File: src/rtl/evframe_asm.sv
module evframe_asm #(
  parameter int DEPTH = 16,
  parameter int AW    = 8
) (
  input  logic          clk,
  input  logic          rst_n,
  input  logic          run_start,
  input  logic          trig,
  input  logic [7:0]    node_addr,
  input  logic [31:0]   hdr0_cfg,
  input  logic          s_valid,
  input  logic [127:0]  s_ms,
  input  logic [AW-1:0] s_addr,
  input  logic          s_end,
  output logic          o_valid,
  output logic [31:0]   o_data,
  output logic          o_last,
  input  logic          o_ready
);
  localparam int PW = $clog2(DEPTH);
  localparam int CW = 12;
  localparam logic [CW-1:0] CMAX = '1;
  localparam logic [PW:0] ROOM = (PW+1)'(DEPTH - 4);

  typedef enum logic [1:0] {IDLE, HDR, PAY, TAIL} st_t;

  st_t            st;
  logic [1:0]     hidx;
  logic [63:0]    ts, ts_l;
  logic [7:0]     addr_l;
  logic           coll, have_ref, backup, mism;
  logic [AW-1:0]  ref_addr;
  logic [CW-1:0]  m_cnt, d_cnt;
  logic [31:0]    mem [DEPTH];
  logic [PW-1:0]  wp, rp;
  logic [PW:0]    fill;

  wire seen  = coll && s_valid;
  wire fits  = fill <= ROOM;
  wire acc   = seen && fits;
  wire drop  = seen && !fits;
  wire rd    = (st == PAY) && (fill != '0) && o_ready;
  wire start = (st == IDLE) && trig;
  wire [31:0] tail = {4'b0, backup, mism, 2'b0, d_cnt, m_cnt};

  always_ff @(posedge clk) begin
    if (!rst_n || run_start) ts <= '0;
    else                     ts <= ts + 64'd1;
  end

  always_ff @(posedge clk) begin
    if (!rst_n) begin
      st     <= IDLE;
      hidx   <= '0;
      ts_l   <= '0;
      addr_l <= '0;
    end else begin
      case (st)
        IDLE: if (trig) begin
          st     <= HDR;
          hidx   <= '0;
          ts_l   <= ts;
          addr_l <= node_addr;
        end
        HDR: if (o_ready) begin
          hidx <= hidx + 2'd1;
          if (hidx == 2'd3) st <= PAY;
        end
        PAY:  if (!coll && fill == '0) st <= TAIL;
        TAIL: if (o_ready) st <= IDLE;
        default: st <= IDLE;
      endcase
    end
  end

  always_ff @(posedge clk) begin
    if (!rst_n) begin
      coll     <= 1'b0;
      have_ref <= 1'b0;
      backup   <= 1'b0;
      mism     <= 1'b0;
      ref_addr <= '0;
      m_cnt    <= '0;
      d_cnt    <= '0;
    end else if (start) begin
      coll     <= 1'b1;
      have_ref <= 1'b0;
      backup   <= 1'b0;
      mism     <= 1'b0;
      m_cnt    <= '0;
      d_cnt    <= '0;
    end else begin
      if (coll && s_end) coll <= 1'b0;
      if (acc && m_cnt != CMAX) m_cnt <= m_cnt + 1'b1;
      if (drop) begin
        backup <= 1'b1;
        if (d_cnt != CMAX) d_cnt <= d_cnt + 1'b1;
      end
      if (seen) begin
        if (!have_ref) begin
          have_ref <= 1'b1;
          ref_addr <= s_addr;
        end else if (s_addr != ref_addr) begin
          mism <= 1'b1;
        end
      end
    end
  end

  always_ff @(posedge clk) begin
    if (!rst_n) begin
      wp   <= '0;
      rp   <= '0;
      fill <= '0;
    end else begin
      if (acc) wp <= wp + PW'(4);
      if (rd)  rp <= rp + 1'b1;
      fill <= fill + (acc ? (PW+1)'(4) : '0) - (PW+1)'(rd);
    end
  end

  always_ff @(posedge clk) begin
    if (acc)
      for (int i = 0; i < 4; i++)
        mem[wp + PW'(i)] <= s_ms[32*i +: 32];
  end

  assign o_valid = (st == HDR) || (st == TAIL) || (st == PAY && fill != '0);
  assign o_last  = (st == TAIL);

  always_comb begin
    case (st)
      HDR: case (hidx)
        2'd0:    o_data = hdr0_cfg;
        2'd1:    o_data = {24'b0, addr_l};
        2'd2:    o_data = ts_l[31:0];
        default: o_data = ts_l[63:32];
      endcase
      PAY:     o_data = mem[rp];
      TAIL:    o_data = tail;
      default: o_data = '0;
    endcase
  end
endmodule


File: config.mk
export PLATFORM = sky130hd
export DESIGN_NAME = evframe_asm
export DESIGN_NICKNAME = d
export VERILOG_FILES = /design/src/rtl/evframe_asm.sv
export SDC_FILE = /design/constraint.sdc
export NUM_CORES = 1
export LEC_CHECK = 0
export ABC_AREA = 1
export BUFFER_PORTS_ARGS = -buffer_cell sky130_fd_sc_hd__buf_4
export CAP_MARGIN = 20
export CORE_MARGIN = 2
export CORE_UTILIZATION = 30
export CTS_CLUSTER_SIZE = 12
export DETAILED_ROUTE_END_ITERATION = 10
export GPL_TIMING_DRIVEN = 0
export PLACE_DENSITY = 0.56
export SETUP_SLACK_MARGIN = 0.15
export SYNTH_ARGS = -nofsm -noshare
export SYNTH_HDL_FRONTEND = slang
export SYNTH_SLANG_ARGS = --single-unit
File: constraint.sdc
create_clock -name clk -period 18 [get_ports clk]
set_input_delay 0.9 -clock clk [delete_from_list [all_inputs] [get_ports clk]]
set_output_delay 0.9 -clock clk [all_outputs]
set_load 0.1 [all_outputs]
==> out/results.ini, run 1 <==
[finish]
final_layout_size_suffix_gt1_frac = 0.112
syn_to_final_growth_pct = 19.7
final_common_cell = nand2_1
layout.cells.non_filler = 5375
final_area_sq_mm = 0.0381
final_nets = 4132
layout_common_cells = nand2_1, inv_1, edfxtp_1

[timing]
fin_crit_ps = 4910
fin_tns_setup_ps = 0
setup_viol = 0
worst_pin_slew_ps = 1230
max_freq_mhz = 204
hold_violations = 0
timing.final.crit_share = 0.273
relSlewSlack = 0.177
drv_slew = 0
rsz0062_at_grt = false
fin_skew_ps = 17.2
setup_ws_ps = 13090

[global_routing]
grt.busiest_layer = met2
grt-ovfl-total = 0
grtUsageMet2 = 0.326
grt_usage = 0.210
met1_usage = 0.289
grt_max_degree = 31
antenna_found_initial = 14
grt_pass1_vias = 24700
met3_usage = 0.0425
grt_pass1_wl_um = 165000

[clock_network]
cts_tree = done
clockBufferDepth = 3
cts_setup_buffers = 0
clock_sinks = 703
clkTransAtPathRegs_ps = 60
root_buffer = clkbuf_16
cts_hold_buf = 0
numCtsBuffers = 77
cts_resized = 0
clk_latency_ps = 650
cts_htree_levels = 3

[setup_path]
r2r_end = mem[10][9]
cp-endpoint = o_data[17]
crit_path_end_kind = output port
cp.required_ps = 17100
crit_type = flop to output port
arrival_ps = 4010
reg2reg_slack_ps = 15080
crit_fanout = 10
r2r-start = fill[1]
cp-start-kind = flop
worstRegToRegCells = 10

[route]
drc = 0
postRouteAntennaNets = 0
routedWlPerCell_um = 21.7
drt-total-wl_um = 116000
drt_first_iter_violations = 2843
dr.pass1.iters = 5
routed_via_density = 4.85
vias = 26100

[logic_synthesis]
syn_inst = 3611
ys_seq_area_frac = 0.603
syn_area_sq_mm = 0.0318
synth_edf_count = 512
yosysWarnings = 0
syn_avg_cell_area_sq_um = 8.82
async_flop_share = 0
ys.flop_type = edfxtp_1
ys_seq_elements = 703
synth_cell_types = 36
synth_fp_nets = 3818

[placed_design]
io_buffers = 215
dp.cells = 5237
gp_congestion = 0.923
placed_cell_area_sq_mm = 0.0357
place_hpwl_um = 84500
dp_worst_setup_slack_ps = 13970

[pwr]
irDropWorstVdd_mv = 0.102
p_per_area_mw_per_mm2 = 121
leakage_uw = 0.0152
power.total_uw = 4620

[floorplanning]
die_area_sq_mm = 0.109
die_h_um = 330
core_area_sq_mm = 0.105
rows = 119
pin_count = 217
die_w_um = 330
start_util = 0.303

[job]
drv_cap = 0

[worst_hold_path]
hold_class = flop to flop

[outcome]
status = finished clean

-- worst min-delay path by stage --
stage	startpoint	end	cells after the start
global route	s_ms[28]	mem[0][28]	1
finish	backup	backup	2
CTS	s_ms[28]	mem[0][28]	1
floorplan	backup	backup	2
global placement	backup	backup	2
detailed placement	backup	backup	2
-- cell type report --
cell class,count,area (sq um)
Antenna cell,4,10.0
Timing Repair Buffer,235,2040
Inverter,524,1970
Multi-Input combinational cell,2214,9990
Tap cell,1391,1740
Clock buffer,98,2060
Fill cell,10900,67100
Sequential cell,703,19200
Clock inverter,36,399
Buffer,170,728
-- metrics by stage --
stage	hold slack, ps	util
floorplan	430	-
global placement	439	0.334
detailed placement	445	0.339
CTS	422	0.362
global route	436	0.362
finish	456	0.362
-- layer usage --
metal | share of wire | vias to the layer above | wire length (um)
met1 | 0.43 | 12400 | 50200
met3 | 0.088 | 228 | 10200
met4 | 0.035 | 20 | 4110
met5 | 0.00098 | - | 114
met2 | 0.45 | 1092 | 51800
li1 | - | 12300 | -
-- critical path, cell delays in order, from the launching register on --
cell and delay [ps]:
dfxtp_1 430, buf_2 240, buf_1 930, nand3_1 210, nand3_1 150, nand3_1 90
nand2_1 240, nand2_1 150, a21oi_1 500, buf_4 400
-- sequential cells by signal (all words and copies together) (netlist names), named ones only --
name / flops
st: 2
m_cnt: 12
fill: 5
d_cnt: 12
ts_l: 64
wp: 2
hidx: 2
ts: 64
coll: 1
mem: 512
mism: 1
rp: 4
addr_l: 8
ref_addr: 8
have_ref: 1
backup: 1
-- cells by family (layout without fill, tap and decap cells) --
logic type,Yosys count,count (layout),synth area share
and+or+nand+nor,1804,1804,0.237
DFF,703,703,0.603
buffers and inverters,694,1063,0.0846
AOI/OAI and AO/OA,360,360,0.0586
xor gates and xnor gates,26,26,0.00715
adders and majority gates,24,24,0.00966
other,0,4,0
-- where the power goes --
group	internal [uW]	switching, uW
Combinational	275	912
Clock	897	671
Sequential	1830	36.7
-- synthesized netlist by cell type, types with 2 or more instances --
library cell	count	area share
o211ai_1	5	0.0012
buf_4	3	0.00071
dfxtp_1	191	0.12
buf_1	34	0.0040
clkinv_1	2	0.00024
inv_1	514	0.061
nor2_1	269	0.032
nor2_4	5	0.0018
ha_1	23	0.0090
a22oi_1	12	0.0028
a211oi_1	3	0.00071
inv_2	8	0.00094
nand2_2	6	0.0012
nor3_1	12	0.0019
xnor2_1	9	0.0025
nand2_1	1015	0.12
nand4_1	19	0.0037
a31oi_1	9	0.0018
or2_2	3	0.00059
and2_1	3	0.00059
nand2_4	2	0.00071
a21oi_1	192	0.030
clkbuf_1	70	0.0082
xor2_1	17	0.0047
buf_2	63	0.0099
nand3_1	453	0.071
or2_0	7	0.0014
o21ai_0	137	0.022
nor2_2	7	0.0014
edfxtp_1	512	0.48
(Power assumes the default switching activity.)
==> run 2: changes to the inputs <==
clock period = 5.1 ns   (was 18 ns; I/O delays follow)
==> run 2 against run 1 <==
  * Highest routed layer unchanged
  * Combinational power increased to 3.6 times the previous value
  * Non-clock buffer count up 145
  * Sequential power grew to 3.5 times the previous value
  * Flip-flop and latch count did not move
  * Worst hold slack got worse by 370 ps
  * Global-route usage is 0.16 points higher
  * Clock skew rose by 1.1 ps
  * Final cell count rose by 2.7%
  * Critical path type unchanged
  * Power grew to 3.5 times the previous value
==> out/results.ini, run 2 (synthesis results as in run 1) <==
[setup_path]
crit_slowest_cell = buf_1
path_cells = buf_2, buf_1, nand3_1, nand3_1, nand3_1, nand2_1, nand2_1, a21oi_1, buf_4
slowest_delay_ps = 940
crit_path_frequent_cell = nand3_1
arrival_ps = 3920
r2r_end = mem[10][9]
crit_fanout = 10
crit_type = flop to output port
cp-endpoint = o_data[17]
cp-start-kind = flop
reg2reg_slack_ps = 2170
cp.required_ps = 4850
crit_path_end_kind = output port
worstRegToRegCells = 10
r2r-start = fill[1]

[pwr]
p_switching_uw = 5740
p_int_uw = 10700
p_comb_frac = 0.262
leakage_uw = 0.0159
irDropWorstVdd_mv = 0.403
p_seq_frac = 0.401
switching_share = 0.350
p_per_area_mw_per_mm2 = 414
pwr-share-clk = 0.337

[timing]
fin_crit_ps = 4170
relSlewSlack = 0.172
hold_slack_ps = 82.9
rsz0062_at_grt = false
setup_viol = 0
hold_violations = 0
worst_pin_slew_ps = 1240
timing.final.crit_share = 0.818
fin_skew_ps = 18.2
drv_slew = 0
max_freq_mhz = 240

[finish]
syn_to_final_growth_pct = 24.3
layout_common_cells = nand2_1, inv_1, edfxtp_1
final_area_sq_mm = 0.0396
top_regs = mem (512), ts (64), ts_l (64)
layout.cells.non_filler = 5521
final_layout_size_suffix_gt1_frac = 0.108
regMostFlops = mem
fillers = 10800
largest_reg_flops = 512
final_nets = 4277
final_common_cell = nand2_1

[placed_design]
dp.cells = 5237
io_buffers = 215
gp_congestion = 0.923
place_hpwl_um = 84500
placed_cell_area_sq_mm = 0.0357

[clock_network]
clock_sinks = 703
clk_latency_ps = 640
cts_resized = 0
cts_htree_levels = 3
cts_tree = done
clockBufferDepth = 3
numCtsBuffers = 77
root_buffer = clkbuf_16
clkTransAtPathRegs_ps = 60

[outcome]
status = finished clean

[floorplanning]
die_area_sq_mm = 0.109
rows = 119
die_h_um = 330
start_util = 0.303
core_area_sq_mm = 0.105
die_w_um = 330
pin_count = 217

[route]
postRouteAntennaNets = 0
vias = 26800
routed_via_density = 4.85
routedWlPerCell_um = 21.3
drt-total-wl_um = 117000
dr.pass1.iters = 6
drt_first_iter_violations = 2835
drc = 0

[worst_hold_path]
hold_class = primary input to flop

[global_routing]
grt_max_degree = 31
grt_pass1_wl_um = 167000
grt-ovfl-total = 0
antenna_found_initial = 12
grt_usage = 0.211
grt_pass1_vias = 25300

[job]
drv_cap = 0

[run 2: worst min path at each step]
stage | from | end | depth (start not counted)
finish | s_valid | have_ref | 5
floorplan | s_ms[0] | mem[0][0] | 0
detailed placement | backup | backup | 2
global placement | backup | backup | 2
CTS | s_valid | have_ref | 5
global route | s_valid | have_ref | 5
[run 2: layer usage]
layer / vias to the layer above / wire (um) / share of wire / track usage
li1: 12600 / - / - / -
met1: 12800 / 50600 / 0.43 / 0.293
met2: 1134 / 52800 / 0.45 / 0.332
met3: 211 / 9870 / 0.084 / 0.0369
met4: 10 / 4050 / 0.034 / 0.0765
met5: - / 68 / 0.00058 / 0
[run 2: power groups by stage]
| stage | clock network, uW | logic (uW) | registers (uW) |
|---|---|---|---|
| 2_1_floorplan | 0 | 2480 | 6690 |
| 6_report | 5530 | 4290 | 6580 |
| 3_3_place_gp | 0 | 4080 | 6730 |
| 4_1_cts | 5610 | 4260 | 6570 |
| 3_5_place_dp | 0 | 4140 | 6690 |
| 5_1_grt | 5810 | 4560 | 6600 |
[run 2: stage by stage]
stage / setup slack (ps) / util / total power (uW) / setup TNS [ps]
finish: 928 / 0.376 / 16400 / 0
global route: 871 / 0.376 / 17000 / 0
CTS: 990 / 0.376 / 16400 / 0
detailed placement: 1710 / 0.339 / 10800 / 0
global placement: -6280 / 0.334 / 10800 / -3105250
floorplan: -1810 / - / 9160 / -928510
[run 2: worst max-delay path: cells and delay by family (launching register included)]
family,cells,cell delay [ps]
buffers and inverters,3,1570
AO/OA/AOI/OAI,1,410
AND/OR/NAND/NOR,5,830
flip-flops,1,440
[run 2: layout make-up]
type                            instances  area (sq um)  area share
Multi-Input combinational cell       2214          9990       0.252
Inverter                              524          1970      0.0497
Clock inverter                         36           399      0.0101
Antenna cell                            5          12.5    0.000316
Sequential cell                       703         19200       0.485
Buffer                                170           728      0.0184
Tap cell                             1391          1740      0.0440
Clock buffer                           98          2060      0.0519
Timing Repair Buffer                  380          3490      0.0881
[run 2: repair_timing]
action	CTS	global route
hold endpoints to repair	529	0
buffers inserted	0	0
hold buffers	145	0
